==> src/rtl/dacrx_pkg.sv <==
package dacrx_pkg;

    // Frame receiver states
    typedef enum logic [1:0] {
        ST_IDLE  = 2'd0,   // waiting for frame select to fall
        ST_SHIFT = 2'd1,   // collecting bits on serial clock falls
        ST_HOLD  = 2'd2    // frame committed, waiting for select to rise
    } rx_state_e;

endpackage

==> src/rtl/dacrx_sync.sv <==
module dacrx_sync #(
    parameter int          WIDTH     = 3,
    parameter int          STAGES    = 2,
    parameter logic [WIDTH-1:0] RESET_VAL = '0
) (
    input  logic             clk,
    input  logic             rst_n,
    input  logic [WIDTH-1:0] async_in,
    output logic [WIDTH-1:0] sync_out
);

    genvar b;
    generate
        for (b = 0; b < WIDTH; b++) begin : g_bit
            logic [STAGES-1:0] chain_q;
            always_ff @(posedge clk or negedge rst_n) begin
                if (!rst_n) begin
                    chain_q <= {STAGES{RESET_VAL[b]}};
                end else begin
                    chain_q <= {chain_q[STAGES-2:0], async_in[b]};
                end
            end
            assign sync_out[b] = chain_q[STAGES-1];
        end
    endgenerate

endmodule

==> src/rtl/dacrx_edge.sv <==
module dacrx_edge (
    input  logic clk,
    input  logic rst_n,
    input  logic sync_lvl,
    input  logic sclk_lvl,
    output logic sync_fall,
    output logic sync_rise,
    output logic sclk_fall
);

    logic sync_prev_q;
    logic sclk_prev_q;

    // Idle levels of both lines are high
    always_ff @(posedge clk or negedge rst_n) begin
        if (!rst_n) begin
            sync_prev_q <= 1'b1;
            sclk_prev_q <= 1'b1;
        end else begin
            sync_prev_q <= sync_lvl;
            sclk_prev_q <= sclk_lvl;
        end
    end

    assign sync_fall = sync_prev_q & ~sync_lvl;
    assign sync_rise = ~sync_prev_q & sync_lvl;
    assign sclk_fall = sclk_prev_q & ~sclk_lvl;

endmodule

==> src/rtl/dacrx_frame_fsm.sv <==
module dacrx_frame_fsm
    import dacrx_pkg::*;
#(
    parameter int FRAME_W = 24,
    parameter int TRAIL_W = 2,
    parameter int KEEP_W  = 20,
    localparam int CNT_W  = $clog2(FRAME_W),
    localparam int CAP_N  = FRAME_W - TRAIL_W
) (
    input  logic              clk,
    input  logic              rst_n,
    input  logic              sync_fall,
    input  logic              sync_rise,
    input  logic              sclk_fall,
    input  logic              din,
    output logic              commit_q,
    output logic [KEEP_W-1:0] word_q
);

    rx_state_e         state_q, state_d;
    logic [CNT_W-1:0]  cnt_q, cnt_d;
    logic [KEEP_W-1:0] shift_q, shift_d;
    logic              commit_d;

    // Next-state logic
    always_comb begin
        state_d  = state_q;
        cnt_d    = cnt_q;
        shift_d  = shift_q;
        commit_d = 1'b0;
        unique case (state_q)
            ST_IDLE: begin
                if (sync_fall) begin
                    state_d = ST_SHIFT;
                    cnt_d   = '0;
                    shift_d = '0;
                end
            end
            ST_SHIFT: begin
                if (sync_rise) begin
                    // early rise aborts the frame
                    state_d = ST_IDLE;
                    cnt_d   = '0;
                    shift_d = '0;
                end else if (sclk_fall) begin
                    // trailing bits are never stored
                    if (cnt_q < CNT_W'(CAP_N)) begin
                        shift_d = {shift_q[KEEP_W-2:0], din};
                    end
                    if (cnt_q == CNT_W'(FRAME_W - 1)) begin
                        commit_d = 1'b1;
                        state_d  = ST_HOLD;
                        cnt_d    = '0;
                    end else begin
                        cnt_d = cnt_q + 1'b1;
                    end
                end
            end
            ST_HOLD: begin
                if (sync_rise) begin
                    state_d = ST_IDLE;
                end
            end
            default: begin
                state_d = ST_IDLE;
                cnt_d   = '0;
            end
        endcase
    end

    // State register
    always_ff @(posedge clk or negedge rst_n) begin
        if (!rst_n) begin
            state_q <= ST_IDLE;
            cnt_q   <= '0;
            shift_q <= '0;
        end else begin
            state_q <= state_d;
            cnt_q   <= cnt_d;
            shift_q <= shift_d;
        end
    end

    // Outputs
    always_ff @(posedge clk or negedge rst_n) begin
        if (!rst_n) begin
            commit_q <= 1'b0;
            word_q   <= '0;
        end else begin
            commit_q <= commit_d;
            if (commit_d) begin
                word_q <= shift_d;
            end
        end
    end

    // a commit never lasts two cycles
    p_commit_single_r5: assert property (@(posedge clk) disable iff (!rst_n)
        commit_q |=> !commit_q);

    // a select rise during shifting never yields a commit
    p_abort_no_commit_r6: assert property (@(posedge clk) disable iff (!rst_n)
        (state_q == ST_SHIFT && sync_rise) |=> !commit_q);

    // once committed, further edges are ignored
    p_hold_quiet_r7: assert property (@(posedge clk) disable iff (!rst_n)
        (state_q == ST_HOLD && sclk_fall) |=> !commit_q);

    // a frame opens only from a select fall
    p_open_on_fall_r2: assert property (@(posedge clk) disable iff (!rst_n)
        (state_q == ST_IDLE && !sync_fall) |=> (state_q == ST_IDLE));

endmodule

==> src/rtl/dacrx_code_reg.sv <==
module dacrx_code_reg #(
    parameter int DATA_W         = 18,
    parameter int RES_W          = 2,
    parameter bit MIDSCALE_RESET = 1'b1,
    localparam int KEEP_W        = DATA_W + RES_W,
    localparam logic [DATA_W-1:0] RESET_CODE =
        MIDSCALE_RESET ? {1'b1, {(DATA_W-1){1'b0}}} : '0
) (
    input  logic              clk,
    input  logic              rst_n,
    input  logic              commit,
    input  logic [KEEP_W-1:0] word,
    output logic [DATA_W-1:0] code_q,
    output logic              upd_q,
    output logic              err_q
);

    always_ff @(posedge clk or negedge rst_n) begin
        if (!rst_n) begin
            code_q <= RESET_CODE;
            upd_q  <= 1'b0;
            err_q  <= 1'b0;
        end else begin
            upd_q <= commit;
            if (commit) begin
                code_q <= word[DATA_W-1:0];
                if (|word[KEEP_W-1 -: RES_W]) begin
                    err_q <= 1'b1;
                end
            end
        end
    end

    // the code moves only together with the strobe
    p_code_with_strobe_r5: assert property (@(posedge clk) disable iff (!rst_n)
        !$stable(code_q) |-> upd_q);

    // the reserved-bit flag is sticky
    p_err_sticky_r8: assert property (@(posedge clk) disable iff (!rst_n)
        err_q |=> err_q);

endmodule

==> src/rtl/dac_frame_rx.sv <==
module dac_frame_rx #(
    parameter int DATA_W         = 18,
    parameter int HEAD_W         = 2,
    parameter int RES_W          = 2,
    parameter int TRAIL_W        = 2,
    parameter int SYNC_STAGES    = 2,
    parameter bit MIDSCALE_RESET = 1'b1
) (
    input  logic              clk,
    input  logic              rst_n,
    input  logic              sync_n_in,
    input  logic              sclk_in,
    input  logic              din_in,
    output logic [DATA_W-1:0] dac_code,
    output logic              dac_update,
    output logic              reserved_err
);

    localparam int FRAME_W = HEAD_W + RES_W + DATA_W + TRAIL_W;
    localparam int KEEP_W  = RES_W + DATA_W;

    logic [2:0]        raw_in;
    logic [2:0]        lvl;
    logic              sync_fall;
    logic              sync_rise;
    logic              sclk_fall;
    logic              commit;
    logic [KEEP_W-1:0] word;

    // bit 0: select, bit 1: serial clock, bit 2: data
    assign raw_in = {din_in, sclk_in, sync_n_in};

    dacrx_sync #(
        .WIDTH     (3),
        .STAGES    (SYNC_STAGES),
        .RESET_VAL (3'b011)
    ) u_sync (
        .clk      (clk),
        .rst_n    (rst_n),
        .async_in (raw_in),
        .sync_out (lvl)
    );

    dacrx_edge u_edge (
        .clk       (clk),
        .rst_n     (rst_n),
        .sync_lvl  (lvl[0]),
        .sclk_lvl  (lvl[1]),
        .sync_fall (sync_fall),
        .sync_rise (sync_rise),
        .sclk_fall (sclk_fall)
    );

    dacrx_frame_fsm #(
        .FRAME_W (FRAME_W),
        .TRAIL_W (TRAIL_W),
        .KEEP_W  (KEEP_W)
    ) u_fsm (
        .clk       (clk),
        .rst_n     (rst_n),
        .sync_fall (sync_fall),
        .sync_rise (sync_rise),
        .sclk_fall (sclk_fall),
        .din       (lvl[2]),
        .commit_q  (commit),
        .word_q    (word)
    );

    dacrx_code_reg #(
        .DATA_W         (DATA_W),
        .RES_W          (RES_W),
        .MIDSCALE_RESET (MIDSCALE_RESET)
    ) u_code (
        .clk    (clk),
        .rst_n  (rst_n),
        .commit (commit),
        .word   (word),
        .code_q (dac_code),
        .upd_q  (dac_update),
        .err_q  (reserved_err)
    );

endmodule

==> config.mk <==
export PLATFORM = sky130hd
export DESIGN_NAME = dac_frame_rx
export DESIGN_NICKNAME = d
export VERILOG_FILES = /design/src/rtl/dacrx_pkg.sv /design/src/rtl/dacrx_sync.sv /design/src/rtl/dacrx_edge.sv /design/src/rtl/dacrx_frame_fsm.sv /design/src/rtl/dacrx_code_reg.sv /design/src/rtl/dac_frame_rx.sv
export SDC_FILE = /design/constraint.sdc
export NUM_CORES = 1
export LEC_CHECK = 0
export ABC_AREA = 0
export CAP_MARGIN = 20
export CORE_ASPECT_RATIO = 0.9
export CORE_MARGIN = 4
export CORE_UTILIZATION = 40
export DETAILED_ROUTE_END_ITERATION = 8
export DONT_BUFFER_PORTS = 1
export MAX_ROUTING_LAYER = met4
export PLACE_DENSITY = 0.65
export SLEW_MARGIN = 25
export SYNTH_ARGS = -nofsm -noshare
export SYNTH_HDL_FRONTEND = slang
export SYNTH_SLANG_ARGS = --single-unit
==> constraint.sdc <==
create_clock -name clk -period 2.5 [get_ports clk]
set_input_delay 0 -clock clk [delete_from_list [all_inputs] [get_ports clk]]
set_output_delay 0 -clock clk [all_outputs]
set_load 0.01 [all_outputs]
==> results.yml <==
yosys:
  synth-warning-count: 0
  post_synth.cell_area_avg_um2: 11.2
  yosys-top-cells-area: "sky130_fd_sc_hd__dfrtp_1, sky130_fd_sc_hd__mux2_2, sky130_fd_sc_hd__a222oi_1, sky130_fd_sc_hd__dfstp_2, sky130_fd_sc_hd__nand2_1"
  synth.largest_area_cell: "sky130_fd_sc_hd__dfrtp_1"
  yosys.area.top_type_share: 0.522
  synth.distinct_cells: 32
  synth_fp_nets: 302
  number_of_storage_elements_in_the_synthesis_netlist: 76
  synth_area_um2: 3310
  synth_sequential_area_ratio: 0.578
  synthCells: 296
routing:
  route.detailed.wl_per_inst_um: 15.9
  drt_drc_violations_left: 0
  routed_via_density: 5.67
  dr_total_vias: 2281
  firstDrtPassIters: 5
  detailedRoute.firstIterationViolations: 187
  drt.antenna.violating_nets: 0
  routed_wirelength_um: 6370
clocking:
  cts_htree_levels: 3
  clock-root-buffer: "sky130_fd_sc_hd__clkbuf_8"
  cts_num_sinks: 76
  post_cts.repair.setup_buffers: 0
  cts_made_buffers: 9
  clock_tree_buffer_depth: 2
  tritoncts_clock_tree: "yes"
  worst_setup_hold_path_clk_slew_ns: 0.08
  insertion_delay_ns: 0.35
floorplanning:
  die_w_um: 104
  die-height_um: 94.2
  placementRows: 31
  io_pins: 25
  floorplan.die_area_um2: 9780
  initial_utilization: 0.410
  core_area_um2: 8070
status:
  status: "completed"
setup_path:
  crit_path_end_kind: "register"
  critical_path_arrival_ns: 2.52
  worst_ep_required_time_ns: 2.77
  setup.worst_path.start_class: "register"
  timing.critical_path.fanout_max: 22
  worstSetupPathType: "reg2reg"
placed_design:
  io_buffer_count: 0
  detailed_place_hpwl_um: 3610
  place_ws_ns: 0.229
  gpl.final_weighted_congestion: 0.769
grt:
  vias_in_the_first_global_route: 2246
  wire_length_of_the_first_global_routing_pass_um: 10900
  leftover_overflow_at_the_end_of_global_routing: 0
  gr-usage-all-layers: 0.144
  grt_antenna_before_repair: 0
  pin_count_of_the_biggest_net_entering_global_routing: 77
sta:
  max_slew_margin: 0.338
  final_hold_vio_count: 0
  timing.final.crit_period_ns: 2.25
  slew_at_the_pin_closest_to_its_max_slew_limit_ns: 0.985
  maxClockFrequency_mhz: 444
  setup_slack_ns: 0.249
  min_period_over_period: 0.900
  setup_viol: 0
  rsz_0062_raised_after_global_routing: "no"
  hold_ws_ns: 0.195
  final.setup_skew_ns: 0.0113
  drv_slew: 0
  timing.setup.tns_ns: 0
finish:
  design.final.nets: 304
  mostFrequentLayoutCell: "sky130_fd_sc_hd__dfrtp_1"
  final_core_utilization: 0.454
  num_antenna_cells: 0
  most-common-layout-cells: "sky130_fd_sc_hd__dfrtp_1, sky130_fd_sc_hd__nand2_1, sky130_fd_sc_hd__nor2_1, sky130_fd_sc_hd__a31oi_1"
  syn_to_final_growth_pct: 10.8
  n_fill_cell: 745
  post_route_cells_drive_above_1_share: 0.172
power_and_ir_drop:
  power_density_nw_per_um2: 716
  p_leak_nw: 1.81
  power.clock.fraction: 0.385
  power_frac_seq: 0.517
  switchingPower_uw: 649
  power.share.combinational: 0.098
  total_power_mw: 2.62
  intPower_mw: 1.97
  peakVddDrop_mv: 0.330
  netSwitchingFraction: 0.247
job:
  max_cap_viol_count: 0
worst_hold_path:
  min_path_type: "in2reg"
metal layers:
layer  vias to the layer above  part of all wire  track usage  wire length [um]
li1                       1083                 -            -                 -
met1                      1130              0.48        0.182              3070
met2                        59              0.45        0.215              2890
met3                         9             0.050       0.0495               318
met4                         0             0.015       0.0587                95
met5                         -                 0            -                 0
flip-flops by register name, summed over array words and instances, names as in the netlist:
signal                cells
u_fsm.state_q             2
u_fsm.cnt_q               5
u_fsm.shift_q            20
u_code.upd_q              1
u_code.err_q              1
u_sync.g_bit.chain_q      6
u_edge.sclk_prev_q        1
u_fsm.word_q             20
u_fsm.commit_q            1
u_edge.sync_prev_q        1
u_code.code_q            18
final timing paths:
| kind | from | end | slack (ns) | cells after the start |
|---|---|---|---|---|
| max | u_edge.sync_prev_q | u_fsm.word_q[16] | 0.25 | 5 |
| max in group asynchronous | rst_n | u_code.code_q[17] | 1.91 | 2 |
| min in group asynchronous | rst_n | u_fsm.shift_q[4] | 0.26 | 2 |
| min reg2reg | u_sync.g_bit[2].chain_q[0] | u_sync.g_bit[2].chain_q[1] | 0.35 | 0 |
| min | sclk_in | u_sync.g_bit[1].chain_q[0] | 0.20 | 1 |
| max reg2reg | u_edge.sync_prev_q | u_fsm.word_q[16] | 0.25 | 5 |
cell type report:
class | count | area [um2] | area share
multi-input combinational | 194 | 1280 | 0.348
inverter | 4 | 15.0 | 0.00410
sequential | 76 | 1910 | 0.522
clock inverter | 4 | 73.8 | 0.0202
clock buffer | 12 | 135 | 0.0369
tap | 99 | 124 | 0.0338
timing repair buffer | 13 | 128 | 0.0348
cells in the mapped netlist:
master,n
sky130_fd_sc_hd__a2111oi_2,1
sky130_fd_sc_hd__o31a_1,1
sky130_fd_sc_hd__a32oi_1,1
sky130_fd_sc_hd__nand2_1,43
sky130_fd_sc_hd__nor2b_1,21
sky130_fd_sc_hd__nor2_1,22
sky130_fd_sc_hd__nor4_1,1
sky130_fd_sc_hd__nor4_4,1
sky130_fd_sc_hd__mux2i_1,2
sky130_fd_sc_hd__a31oi_1,22
sky130_fd_sc_hd__or3_1,1
sky130_fd_sc_hd__inv_1,4
sky130_fd_sc_hd__nand4b_1,1
sky130_fd_sc_hd__clkbuf_1,15
sky130_fd_sc_hd__or3b_4,1
sky130_fd_sc_hd__dfstp_2,7
sky130_fd_sc_hd__a2111oi_0,1
sky130_fd_sc_hd__nand2b_1,4
sky130_fd_sc_hd__a222oi_1,20
sky130_fd_sc_hd__mux2_2,18
sky130_fd_sc_hd__ha_1,1
sky130_fd_sc_hd__o22ai_1,1
sky130_fd_sc_hd__and3_1,21
sky130_fd_sc_hd__buf_2,5
sky130_fd_sc_hd__o21bai_1,1
sky130_fd_sc_hd__dfrtp_1,69
sky130_fd_sc_hd__buf_6,2
sky130_fd_sc_hd__a21o_1,2
sky130_fd_sc_hd__a31o_2,2
sky130_fd_sc_hd__nor3b_1,2
sky130_fd_sc_hd__nor3_1,1
sky130_fd_sc_hd__o21ai_0,2
logic make-up after synthesis:
kind of cell | Yosys count | synth area share
adders and majority gates | 1 | 0.00378
muxes | 20 | 0.0674
DFF | 76 | 0.578
buffers and inverters | 26 | 0.0360
AOI/OAI and AO/OA | 54 | 0.132
and+or+nand+nor | 119 | 0.183
stage by stage:
step	instance area (um2)	cells
5_1_grt	3660	402
3_3_place_gp	3390	381
2_1_floorplan	3310	296
6_report	3660	402
4_1_cts	3660	402
3_5_place_dp	3390	381
power by group through the flow:
stage / registers, mW / clock network [mW] / logic [mW]
after CTS: 1.35 / 1.04 / 0.257
after global routing: 1.37 / 1.10 / 0.292
final: 1.36 / 1.01 / 0.257
after floorplan: 1.36 / 0 / 0.188
after detailed placement: 1.38 / 0 / 0.220
after global placement: 1.37 / 0 / 0.216
worst max-delay path, stage by stage (launching register included):
cell and delay (ns):
sky130_fd_sc_hd__dfstp_2 0.55, sky130_fd_sc_hd__nor2b_1 0.13, sky130_fd_sc_hd__nor4_4 0.90, sky130_fd_sc_hd__buf_4 0.38
sky130_fd_sc_hd__nor2_1 0.06, sky130_fd_sc_hd__a31oi_1 0.15
repair_timing:
action / 4_1_cts / 5_1_grt
hold endpoints to repair: 79 / 0
gates resized for setup: 0 / 0
hold buffers: 5 / 0
No activity file was read; power rests on OpenSTA's default activity.
